**src/rtl/port_halt_pkg.sv**
```systemverilog
package port_halt_pkg;

  typedef enum logic [1:0] {
    PH_IDLE   = 2'd0,
    PH_WAIT   = 2'd1,
    PH_FINISH = 2'd2
  } ph_state_t;

  localparam int unsigned PH_STATUS_W = 2;
  localparam int unsigned PH_BIT_IDLE = 0;
  localparam int unsigned PH_BIT_ACK  = 1;

endpackage

```
**src/rtl/ph_status_sync.sv**
```systemverilog
module ph_status_sync #(
  parameter int unsigned WIDTH  = 2,
  parameter int unsigned STAGES = 2
) (
  input  logic             clk,
  input  logic             rst,
  input  logic [WIDTH-1:0] d_async,
  output logic [WIDTH-1:0] q_sync
);

  generate
    if (STAGES == 0) begin : g_bypass
      assign q_sync = d_async;
    end else begin : g_chain
      logic [WIDTH-1:0] stage_q [STAGES];
      for (genvar s = 0; s < STAGES; s++) begin : g_stage
        always_ff @(posedge clk) begin
          if (rst) begin
            stage_q[s] <= '0;
          end else if (s == 0) begin
            stage_q[s] <= d_async;
          end else begin
            stage_q[s] <= stage_q[(s == 0) ? 0 : s-1];
          end
        end
      end
      assign q_sync = stage_q[STAGES-1];
    end
  endgenerate

endmodule

```
**src/rtl/ph_poll_counter.sv**
```systemverilog
module ph_poll_counter #(
  parameter int unsigned LIMIT = 100
) (
  input  logic clk,
  input  logic rst,
  input  logic clear,
  input  logic step,
  output logic last
);

  localparam int unsigned CW = (LIMIT < 2) ? 1 : $clog2(LIMIT);
  localparam logic [CW-1:0] LAST_VAL = CW'(LIMIT - 1);

  logic [CW-1:0] count_q;

  always_ff @(posedge clk) begin
    if (rst || clear) begin
      count_q <= '0;
    end else if (step && (count_q != LAST_VAL)) begin
      count_q <= count_q + 1'b1;
    end
  end

  assign last = (count_q == LAST_VAL);

endmodule

```
**src/rtl/ph_seq_fsm.sv**
```systemverilog
module ph_seq_fsm
  import port_halt_pkg::*;
(
  input  logic      clk,
  input  logic      rst,
  input  logic      cmd,
  input  logic      tick,
  input  logic      idle_s,
  input  logic      ack_s,
  input  logic      budget_last,
  output logic      cnt_clear,
  output logic      cnt_step,
  output logic      accept,
  output logic      req_q,
  output logic      done_q,
  output logic      fail_q,
  output ph_state_t state_q
);

  logic wait_over;

  assign accept    = (state_q == PH_IDLE) && cmd && !done_q;
  assign wait_over = tick && (ack_s || budget_last);
  assign cnt_clear = (state_q != PH_WAIT);
  assign cnt_step  = (state_q == PH_WAIT) && tick;

  always_ff @(posedge clk) begin
    if (rst) begin
      state_q <= PH_IDLE;
      req_q   <= 1'b0;
      done_q  <= 1'b0;
      fail_q  <= 1'b0;
    end else begin
      done_q <= 1'b0;
      unique case (state_q)
        PH_IDLE: begin
          if (accept) begin
            fail_q <= 1'b0;
            if (idle_s) begin
              done_q <= 1'b1;
            end else begin
              req_q   <= 1'b1;
              state_q <= PH_WAIT;
            end
          end
        end
        PH_WAIT: begin
          if (wait_over) begin
            state_q <= PH_FINISH;
          end
        end
        PH_FINISH: begin
          req_q   <= 1'b0;
          done_q  <= 1'b1;
          fail_q  <= ~idle_s;
          state_q <= PH_IDLE;
        end
        default: state_q <= PH_IDLE;
      endcase
    end
  end

endmodule

```
**src/rtl/port_halt_seq.sv**
```systemverilog
module port_halt_seq
  import port_halt_pkg::*;
#(
  parameter int unsigned POLL_LIMIT  = 100,
  parameter int unsigned SYNC_STAGES = 2
) (
  input  logic clk,
  input  logic rst,
  input  logic halt_cmd,
  input  logic ms_tick,
  input  logic port_idle,
  input  logic port_ack,
  output logic halt_req,
  output logic halt_done,
  output logic halt_fail
);

  logic [PH_STATUS_W-1:0] status_raw;
  logic [PH_STATUS_W-1:0] status_sync;
  logic                   idle_sync;
  logic                   ack_sync;
  logic                   budget_last;
  logic                   cnt_clear;
  logic                   cnt_step;
  logic                   cmd_accept;
  ph_state_t              seq_state;

  assign status_raw[PH_BIT_IDLE] = port_idle;
  assign status_raw[PH_BIT_ACK]  = port_ack;

  ph_status_sync #(
    .WIDTH (PH_STATUS_W),
    .STAGES(SYNC_STAGES)
  ) u_sync (
    .clk    (clk),
    .rst    (rst),
    .d_async(status_raw),
    .q_sync (status_sync)
  );

  assign idle_sync = status_sync[PH_BIT_IDLE];
  assign ack_sync  = status_sync[PH_BIT_ACK];

  ph_poll_counter #(
    .LIMIT(POLL_LIMIT)
  ) u_budget (
    .clk  (clk),
    .rst  (rst),
    .clear(cnt_clear),
    .step (cnt_step),
    .last (budget_last)
  );

  ph_seq_fsm u_fsm (
    .clk        (clk),
    .rst        (rst),
    .cmd        (halt_cmd),
    .tick       (ms_tick),
    .idle_s     (idle_sync),
    .ack_s      (ack_sync),
    .budget_last(budget_last),
    .cnt_clear  (cnt_clear),
    .cnt_step   (cnt_step),
    .accept     (cmd_accept),
    .req_q      (halt_req),
    .done_q     (halt_done),
    .fail_q     (halt_fail),
    .state_q    (seq_state)
  );

endmodule

```
**config.mk**
```make
export PLATFORM = sky130hd
export DESIGN_NAME = port_halt_seq
export DESIGN_NICKNAME = d
export VERILOG_FILES = /design/src/rtl/port_halt_pkg.sv /design/src/rtl/ph_status_sync.sv /design/src/rtl/ph_poll_counter.sv /design/src/rtl/ph_seq_fsm.sv /design/src/rtl/port_halt_seq.sv
export SDC_FILE = /design/constraint.sdc
export NUM_CORES = 1
export LEC_CHECK = 0
export ABC_CLOCK_PERIOD_IN_PS = 1700
export BUFFER_PORTS_ARGS = -buffer_cell sky130_fd_sc_hd__buf_2
export CORE_AREA = 3 3 40 42
export DETAILED_ROUTE_END_ITERATION = 16
export DIE_AREA = 0 0 43 45
export PLACE_DENSITY = 0.7
export SETUP_SLACK_MARGIN = 0.2
export SLEW_MARGIN = 20
export SYNTH_ARGS = -nofsm -noshare
export SYNTH_HDL_FRONTEND = slang
export SYNTH_SLANG_ARGS = --single-unit
```
**constraint.sdc**
```tcl
create_clock -name clk -period 1.7 [get_ports clk]
set_clock_uncertainty 0.2 [all_clocks]
set_input_delay 0.085 -clock clk [delete_from_list [all_inputs] [get_ports clk]]
set_output_delay 0.085 -clock clk [all_outputs]
set_load 0.1 [all_outputs]
```
# == Word level (Yosys, flattened, before mapping) ==
# Memory sizes are Yosys's and may differ from the RTL's.
# Cells that the tools add are included.
# word_totals
ff_bits,12
latchBits,0
ramBits,4
rom_bits,0
input_bits,6
word_cells,48
n_memories,1
# mem_list
memory,words,width,rd,rd_ports_with_merged_regs,write_ports,line,text
u_sync.g_chain.stage_q,2,2,2,0,2,ph_status_sync.sv:15,logic [WIDTH-1:0] stage_q [STAGES];
# op_classes
n_addsub,1
mul,0
div,0
order_cmp,0
n_eq_ne,8
n_shift,0
n_mux,17
bitwise,3
reduce_logical,13
# op_table
op,count
$mux 2,5
$mux 1,8
$add 7x1->7 const B,1
$eq 7x7->1 const B,1
$ne 7x7->1 const B,1
$pmux 1 s2,3
$reduce_and 3->1,2
$logic_and 1x1->1,5
$ne 2x1->1 const B,2
$ne 2x2->1 const B,2
$pmux 2 s2,1
$eq 2x1->1 const B,1
$eq 2x2->1 const B,1
$logic_not 2->1,1
$logic_or 1x1->1,2
$or 1x1->1,2
$reduce_and 2->1,1
$reduce_bool 2->1,1
$logic_not 1->1,1
$not 1->1,1

# == Logic depth before layout (Yosys ltp) ==
# Gate-level depths: netlist of run 1.
# depth
depth_word,5
mapped_depth,5
ltp_nobuf,5

# == Cells and area by module ==
# A second synthesis of run 1 with hierarchy kept.
# hier_totals
cells_unflattened,74
hier_area_um2,688.2
# by_module_without_submodules
mod,n_inst,cells_per_inst,area_per_inst_um2,seq_area_each_um2
ph_poll_counter,1,40,352.8,140.1
ph_seq_fsm,1,26,230.2,100.1
ph_status_sync,1,8,105.1,80.1

# == Worst setup path before layout of run 1 ==
# OpenSTA, ideal clock, no wires.
# synth_timing
path_kind,reg-to-reg
from,register u_fsm.done_q
to,register u_fsm.fail_q
setup_ps,70
t_arrival_ps,1447
required_ps,1430
slack_ps,-16
path_stages_with_launch,5
path_buffers,0
synth_period_minus_slack_ps,1716
cell_sequence,dfxtp_1 -> nor2b_1 -> nor2_1 -> o21ai_0 -> a21oi_1
# synth_via
elab_chain_cells,4
# synth_lines
element,line,text
from (decl),ph_seq_fsm.sv:15,"output logic done_q,"
from (signal assigned),ph_seq_fsm.sv:31,done_q <= 1'b0;
from (signal assigned),ph_seq_fsm.sv:34,done_q <= 1'b0;
from (signal assigned),ph_seq_fsm.sv:40,done_q <= 1'b1;
$logic_not 1->1,ph_seq_fsm.sv:22,assign accept = (state_q == PH_IDLE) && cmd && !done_q;
$logic_and 1x1->1,ph_seq_fsm.sv:22,
$ne 2x2->1 (no source line),n/a,
$reduce_and 2->1 (no source line),n/a,
to (signal assigned),ph_seq_fsm.sv:55,fail_q <= ~idle_s;
to (decl),ph_seq_fsm.sv:16,"output logic fail_q,"
# No other way between the ends.
# A chain may end at the register's enable or synchronous reset.

# == Worst setup path after layout of run 1 ==
# layout_timing
from,register u_budget.count_q[2]
to,register u_budget.count_q[1]
# layout_via
elab_chain_cells,2
# layout_lines
element,line,text
from (decl),ph_poll_counter.sv:14,logic [CW-1:0] count_q;
from (signal assigned),ph_poll_counter.sv:20,count_q <= count_q + 1'b1;
$ne 7x7->1,ph_poll_counter.sv:19,end else if (step && (count_q != LAST_VAL)) begin
$logic_and 1x1->1,ph_poll_counter.sv:19,
# No other way between the ends.

==> results by group, run 1 <==
Floorplanning
  • CORE AREA: 1285 µm²
  • Die Y: 45 µm
  • Chip Width: 43 µm
  • Top Ports: 9
  • Initial Util: 0.5112
  • DIE AREA: 1935 µm²
  • Num rows: 13

Finish
  • Total Nets Final: between 90 and 100
  • N_diodes: 0
  • Final instance area: 870.8 µm²
  • Syn-to-layout area delta: 32.57%
  • Most common cell after layout, fill and taps aside: dfxtp_1
  • Fill count: 94
  • Utilization after layout: 0.6777
  • Share of layout cells above drive strength 1: 0.3372
  • Leading cell types in the layout, fill and taps excluded: 12 x dfxtp_1, 7 x nand2_1, 7 x nor2b_1, 7 x buf_2

Power
  • Max VDD drop: 0.5858 mV
  • Overall power: 738.1 µW
  • Power Dens Cells: 847.6 nW/µm²
  • Leak Pwr: 0.0003591 µW

Timing
  • Worst Tran Pin Value: around 480 ps
  • Final slew viol count: 0
  • Minimum clock period: ~1500 ps
  • Final setup TNS: 0 ps
  • PnR worst setup slack: 215.3 ps
  • Period utilisation layout: 0.8734
  • Final hold violation count: 0
  • RSZ-0062 raised after global routing: true
  • Relative max-transition margin: 0.6800
  • Final setup viols: 0
  • Fmax: roughly 670 MHz

Setup path
  • Worst r2r src: u_budget.count_q[2]$_SDFFE_PP0P_
  • Kind of critical path: flip-flop to flip-flop
  • Crit-path max FO: 4
  • Slowest cell on crit path: dfxtp_1
  • Setup crit end kind: flip-flop
  • WP data required: ~1700 ps
  • Crit path cell chain: nand2b_4 > o41ai_4 > mux2i_1 > nor2_1
  • CP max stage delay: approximately 370 ps
  • Critical path startpoint category: flip-flop
  • CP arrival: 1480 ps
  • Crit. Startpoint: u_budget.count_q[2]$_SDFFE_PP0P_

Min path
  • Min-delay worst type: input pin to flip-flop
  • Hold path startpoint: halt_cmd

Synth
  • Post-Synthesis Cells: 67
  • Top cells by area, synth: dfxtp_1 49%, nor2b_1 7.6%, nand2_1 4.6%
  • Syn_nets: 74
  • Library cells used by synthesis: 21
  • Avg Inst Size Synth: 9.804 µm²
  • Synth warn: 0
  • Top cell type's share of synthesized area: 0.4876
  • Post-Syn Area: approximately 660 µm²
  • Synth Register Bits: 16
  • Yosys top cell by area: dfxtp_1
  • Sequential fraction of the synthesis area: 0.4876

Clock tree
  • CTS max path bufs: 2
  • Clock slew at reported path FFs: 100 ps
  • Worst skew pair latency: 300 ps
  • Clock Root Buffer: clkbuf_4
  • CTS Sinks: 16
  • CTS tree: yes
  • H-tree Lvls: 1
  • CTS Buf Count: 3

Placement
  • Post-detail-place hpwl: around 780 µm
  • RD Place Congestion: between 0.7 and 0.8
  • Port Buffers: 8
  • Cell Area, Placed: 713.2 µm²
  • Post-Place Setup Slack: 135.0 ps

Status
  • Status: finished, final reports clean

Drt
  • Vias per cell: around 5.3
  • DRC: 0
  • Vias after detailed routing: 540
  • DRT Pass-1 Iters: 3
  • Wire length per cell: 12.94 µm
  • WL final: about 1.3 mm
  • Post-route ant nets: 0
  • DRT iter0 DRCs: 5

Job
  • Max Cap Violations: 0

GRT
  • Pin count of the biggest net entering global routing: 10
  • First-pass GRT wire length: roughly 2.3 mm
  • Antenna violations before repair: 0
  • Total global-route track usage: 0.1591
  • Grt ovf: 0
  • Number of global-route vias before repair: 539
final cells by class:
type	instances	area [µm²]	area share
Multi-Input combinational cell	50	372.9	0.4282
Sequential cell	16	325.3	0.3736
Timing Repair Buffer	16	117.6	0.1351
Tap cell	15	18.77	0.02155
Clock buffer	4	36.28	0.04167
metal layers:
layer	GRT usage	part of all wire	wire length (µm)
met5	0	0	0
met4	0.1084	0.029	38
met3	0.02390	0.027	35
met2	0.2575	0.49	644
met1	0.1961	0.45	589
kinds of logic after synthesis:
family | share of synthesized area
XOR/XNOR | 0.04001
AO/OA/AOI/OAI | 0.1352
adder cells (fa/ha/maj) | 0.01904
multiplexers | 0.01524
AND/OR/NAND/NOR | 0.2952
buffers and inverters | 0.007612
flip-flops | 0.4876
cell usage after synthesis:
| cell | number |
|---|---|
| or2_2 | 1 |
| o32ai_1 | 1 |
| nor4_1 | 1 |
| dfxtp_1 | 16 |
| o21a_1 | 1 |
| a21oi_1 | 5 |
| nor2_1 | 6 |
| nand2_1 | 8 |
| xnor2_1 | 2 |
| nor2b_1 | 8 |
| nand2b_4 | 1 |
| or3_1 | 2 |
| o21ai_0 | 4 |
| mux2i_1 | 1 |
| nand4b_4 | 1 |
| nor3_1 | 4 |
| buf_2 | 1 |
| or3b_1 | 1 |
| o41ai_4 | 1 |
| ha_1 | 1 |
| xor2_1 | 1 |
path summary, 6_finish.rpt:
path | endpoint | slack, ps | depth (start not counted)
worst min-delay path | u_fsm.state_q[0]$_SDFFE_PP0P_ | 10 | 4
worst max-delay path | u_budget.count_q[1]$_SDFFE_PP0P_ | 220 | 4
worst min register to register | u_sync.g_chain.stage_q[1][0]$_SDFF_PP0_ | 260 | 1
worst max register to register | u_budget.count_q[1]$_SDFFE_PP0P_ | 220 | 4
through the flow:
| stage | instances | hold slack (ps) |
|---|---|---|
| after global routing | 101 | 47.39 |
| after CTS | 101 | 5.317 |
| after detailed placement | 89 | 104.0 |
| after global placement | 89 | 96.30 |
| after floorplan | 67 | -53.35 |
| final | 101 | 11.84 |
flip-flops by register name (all words and copies together) (netlist names):
signal                  count
u_fsm.fail_q                1
u_budget.count_q            7
u_sync.g_chain.stage_q      4
u_fsm.req_q                 1
u_fsm.state_q               2
u_fsm.done_q                1
report_power, final:
part           internal, µW  total (µW)  leakage [µW]  switching [µW]
registers               387         397      0.000132            9.90
clock network           131         260     0.0000210             129
logic                  34.3        81.3      0.000206            47.1
total                   552         738      0.000359             186
worst max-delay path, delay by kind of cell, from the launching register on:
family / cells / cell delay (ps)
AO/OA/AOI/OAI: 1 / 350
flip-flops: 1 / 370
AND/OR/NAND/NOR: 2 / 230
multiplexers: 1 / 240
what timing repair did:
action | in CTS | in global routing
pin swaps | 2 | 1
setup endpoints to repair | 5 | 10
hold endpoints to repair | 10 | 0
resized for setup | 6 | 6
setup buffers | 2 | 0
hold buffers | 6 | 0
No activity file was read; power rests on OpenSTA's default activity.
==> run 2: changes to the inputs <==
PLACE_DENSITY = 0.82   (was 0.7)
==> results by group, run 2 (same netlist as run 1, synthesis figures left out) <==
Placement
  • RD Place Congestion: 0.8273 (was 0.7298)
  • Post-detail-place hpwl: 787.7 µm (was 775.4 µm)
  • Post-Place Setup Slack: 144.7 ps (was 135.0 ps)
  • Port Buffers: 8 (unchanged)

Clock tree
  • Clock slew at reported path FFs: 80 ps (was 100 ps)
  • CTS max path bufs: 2 (unchanged)
  • CTS tree: yes (unchanged)
  • Worst skew pair latency: 280 ps (was 300 ps)
  • CTS Sinks: 16 (unchanged)
  • CTS Buf Count: 3 (unchanged)
  • Clock Root Buffer: clkbuf_4 (unchanged)
  • H-tree Lvls: 1 (unchanged)

Drt
  • Post-route ant nets: 0 (unchanged)
  • Wire length per cell: 12.26 µm (was 12.94 µm)
  • WL final: 1.238 mm (was 1.307 mm)
  • DRC: 0 (unchanged)
  • Vias per cell: 5.287 (was 5.347)
  • DRT Pass-1 Iters: 4 (was 3)
  • Vias after detailed routing: 534 (was 540)
  • DRT iter0 DRCs: 8 (was 5)

GRT
  • First-pass GRT wire length: 2.021 mm (was 2.270 mm)
  • Grt ovf: 0 (unchanged)
  • Antenna violations before repair: 0 (unchanged)
  • Number of global-route vias before repair: 506 (was 539)
  • Total global-route track usage: 0.1444 (was 0.1591)
  • Pin count of the biggest net entering global routing: 10 (unchanged)

Finish
  • Syn-to-layout area delta: 31.24% (was 32.57%)
  • Largest regs: u_budget.count_q x7, u_sync.g_chain.stage_q x4, u_fsm.state_q x2 (unchanged)
  • Largest register by flop count: u_budget.count_q (unchanged)
  • Max reg flops: 7 (unchanged)
  • Share of layout cells above drive strength 1: 0.3140 (was 0.3372)
  • Total Nets Final: 95 (was 94)
  • Leading cell types in the layout, fill and taps excluded: 12 x dfxtp_1, 8 x nor2b_1, 7 x buf_2 (was 12 x dfxtp_1, 7 x nand2_1, 7 x nor2b_1, 7 x buf_2)
  • Most common cell after layout, fill and taps aside: dfxtp_1 (unchanged)
  • N_diodes: 0 (unchanged)

Power
  • Leak Pwr: 0.0003567 µW (was 0.0003591 µW)
  • Clock power frac: 0.286 (was 0.352)
  • Power Dens Cells: 768.8 nW/µm² (was 847.6 nW/µm²)
  • Sw Pwr: 164.0 µW (was 186.2 µW)
  • Max VDD drop: 0.4933 mV (was 0.5858 mV)
  • Internal power: 498.8 µW (was 551.9 µW)
  • Sequential share of power: 0.595 (was 0.538)
  • Logic pwr share: 0.119 (was 0.110)
  • Sw frac: 0.2474 (was 0.2523)

Setup path
  • Setup crit end kind: flip-flop (unchanged)
  • CP arrival: 1460 ps (was 1480 ps)
  • WP data required: 1690 ps (was 1700 ps)
  • Kind of critical path: input pin to flip-flop (was flip-flop to flip-flop)
  • Critical path startpoint category: input pin (was flip-flop)
  • Crit-path max FO: 9 (was 4)

Job
  • Max Cap Violations: 0 (unchanged)

Timing
  • Worst Tran Pin Value: 484.2 ps (was 483.3 ps)
  • Fmax: 678.9 MHz (was 673.5 MHz)
  • Final setup viols: 0 (unchanged)
  • Relative max-transition margin: 0.6794 (was 0.6800)
  • RSZ-0062 raised after global routing: true (unchanged)
  • Final hold violation count: 0 (unchanged)
  • PnR worst setup slack: 227.0 ps (was 215.3 ps)
  • Minimum clock period: 1473 ps (was 1485 ps)
  • Final setup TNS: 0 ps (unchanged)
  • Final slew viol count: 0 (unchanged)
  • Period utilisation layout: 0.8665 (was 0.8734)

Status
  • Status: finished, final reports clean (unchanged)

Floorplanning
  • Die Y: 45 µm (unchanged)
  • Num rows: 13 (unchanged)
  • Initial Util: 0.5112 (unchanged)
  • Chip Width: 43 µm (unchanged)
  • DIE AREA: 1935 µm² (unchanged)
  • CORE AREA: 1285 µm² (unchanged)
  • Top Ports: 9 (unchanged)

Min path
  • Min-delay worst type: input pin to flip-flop (unchanged)
run 2: area by class of cell:
class / instances / area [µm²]
clock buffers: 3 / 22.52
well taps: 15 / 18.77
fillers: 107 / 422.9
flip-flops and latches: 16 / 330.3
repair buffers: 17 / 125.1
multi-input cells: 50 / 365.4
run 2: critical path, cell delays in order:
cell	delay, ps
dlygate4sd3_1	540
buf_2	170
or3b_1	510
o32ai_1	160
run 2: power by group through the flow:
| stage | clock network, µW | registers [µW] | logic, µW |
|---|---|---|---|
| 2_1_floorplan | 0 | 425 | 27.2 |
| 3_3_place_gp | 0 | 405 | 63.9 |
| 3_5_place_dp | 0 | 405 | 64.3 |
| 4_1_cts | 201 | 397 | 77.6 |
| 5_1_grt | 216 | 396 | 84.4 |
| 6_report | 189 | 395 | 78.8 |
run 2: metrics by stage:
step | std cells | hold WS, ps | power (µW) | utilization | area [µm²]
after floorplan | 67 | -53.35 | 452.0 | - | 659.4
after global placement | 89 | 98.61 | 468.8 | 0.5550 | 713.2
after detailed placement | 89 | 104.5 | 469.8 | 0.5550 | 713.2
after CTS | 101 | 12.91 | 675.7 | 0.6543 | 840.8
after global routing | 101 | 23.74 | 696.4 | 0.6709 | 862.1
final | 101 | 26.48 | 662.8 | 0.6709 | 862.1
run 2: repair_timing:
item / 4_1_cts / 5_1_grt
resized for setup: 6 / 7
pin swaps: 2 / 2
setup buffers: 3 / 0
setup endpoints to repair: 5 / 7
hold endpoints to repair: 10 / 0
hold buffers: 6 / 0
run 2: worst paths after layout:
path / startpoint / end / slack (ps) / cells past startpoint
setup reg to reg: u_budget.count_q[2]$_SDFFE_PP0P_ / u_budget.count_q[1]$_SDFFE_PP0P_ / 240 / 4
hold / removal: halt_cmd / u_fsm.state_q[0]$_SDFFE_PP0P_ / 30 / 4
hold reg to reg: u_sync.g_chain.stage_q[0][0]$_SDFF_PP0_ / u_sync.g_chain.stage_q[1][0]$_SDFF_PP0_ / 250 / 1
setup / recovery: rst / u_fsm.state_q[0]$_SDFFE_PP0P_ / 230 / 4
run 2: routing by layer:
metal / vias to the layer above / GRT usage / share of wire
li1: 271 / - / -
met1: 239 / 0.1531 / 0.41
met2: 15 / 0.2425 / 0.48
met3: 9 / 0.02390 / 0.039
met4: 0 / 0.1386 / 0.068
met5: - / 0 / 0
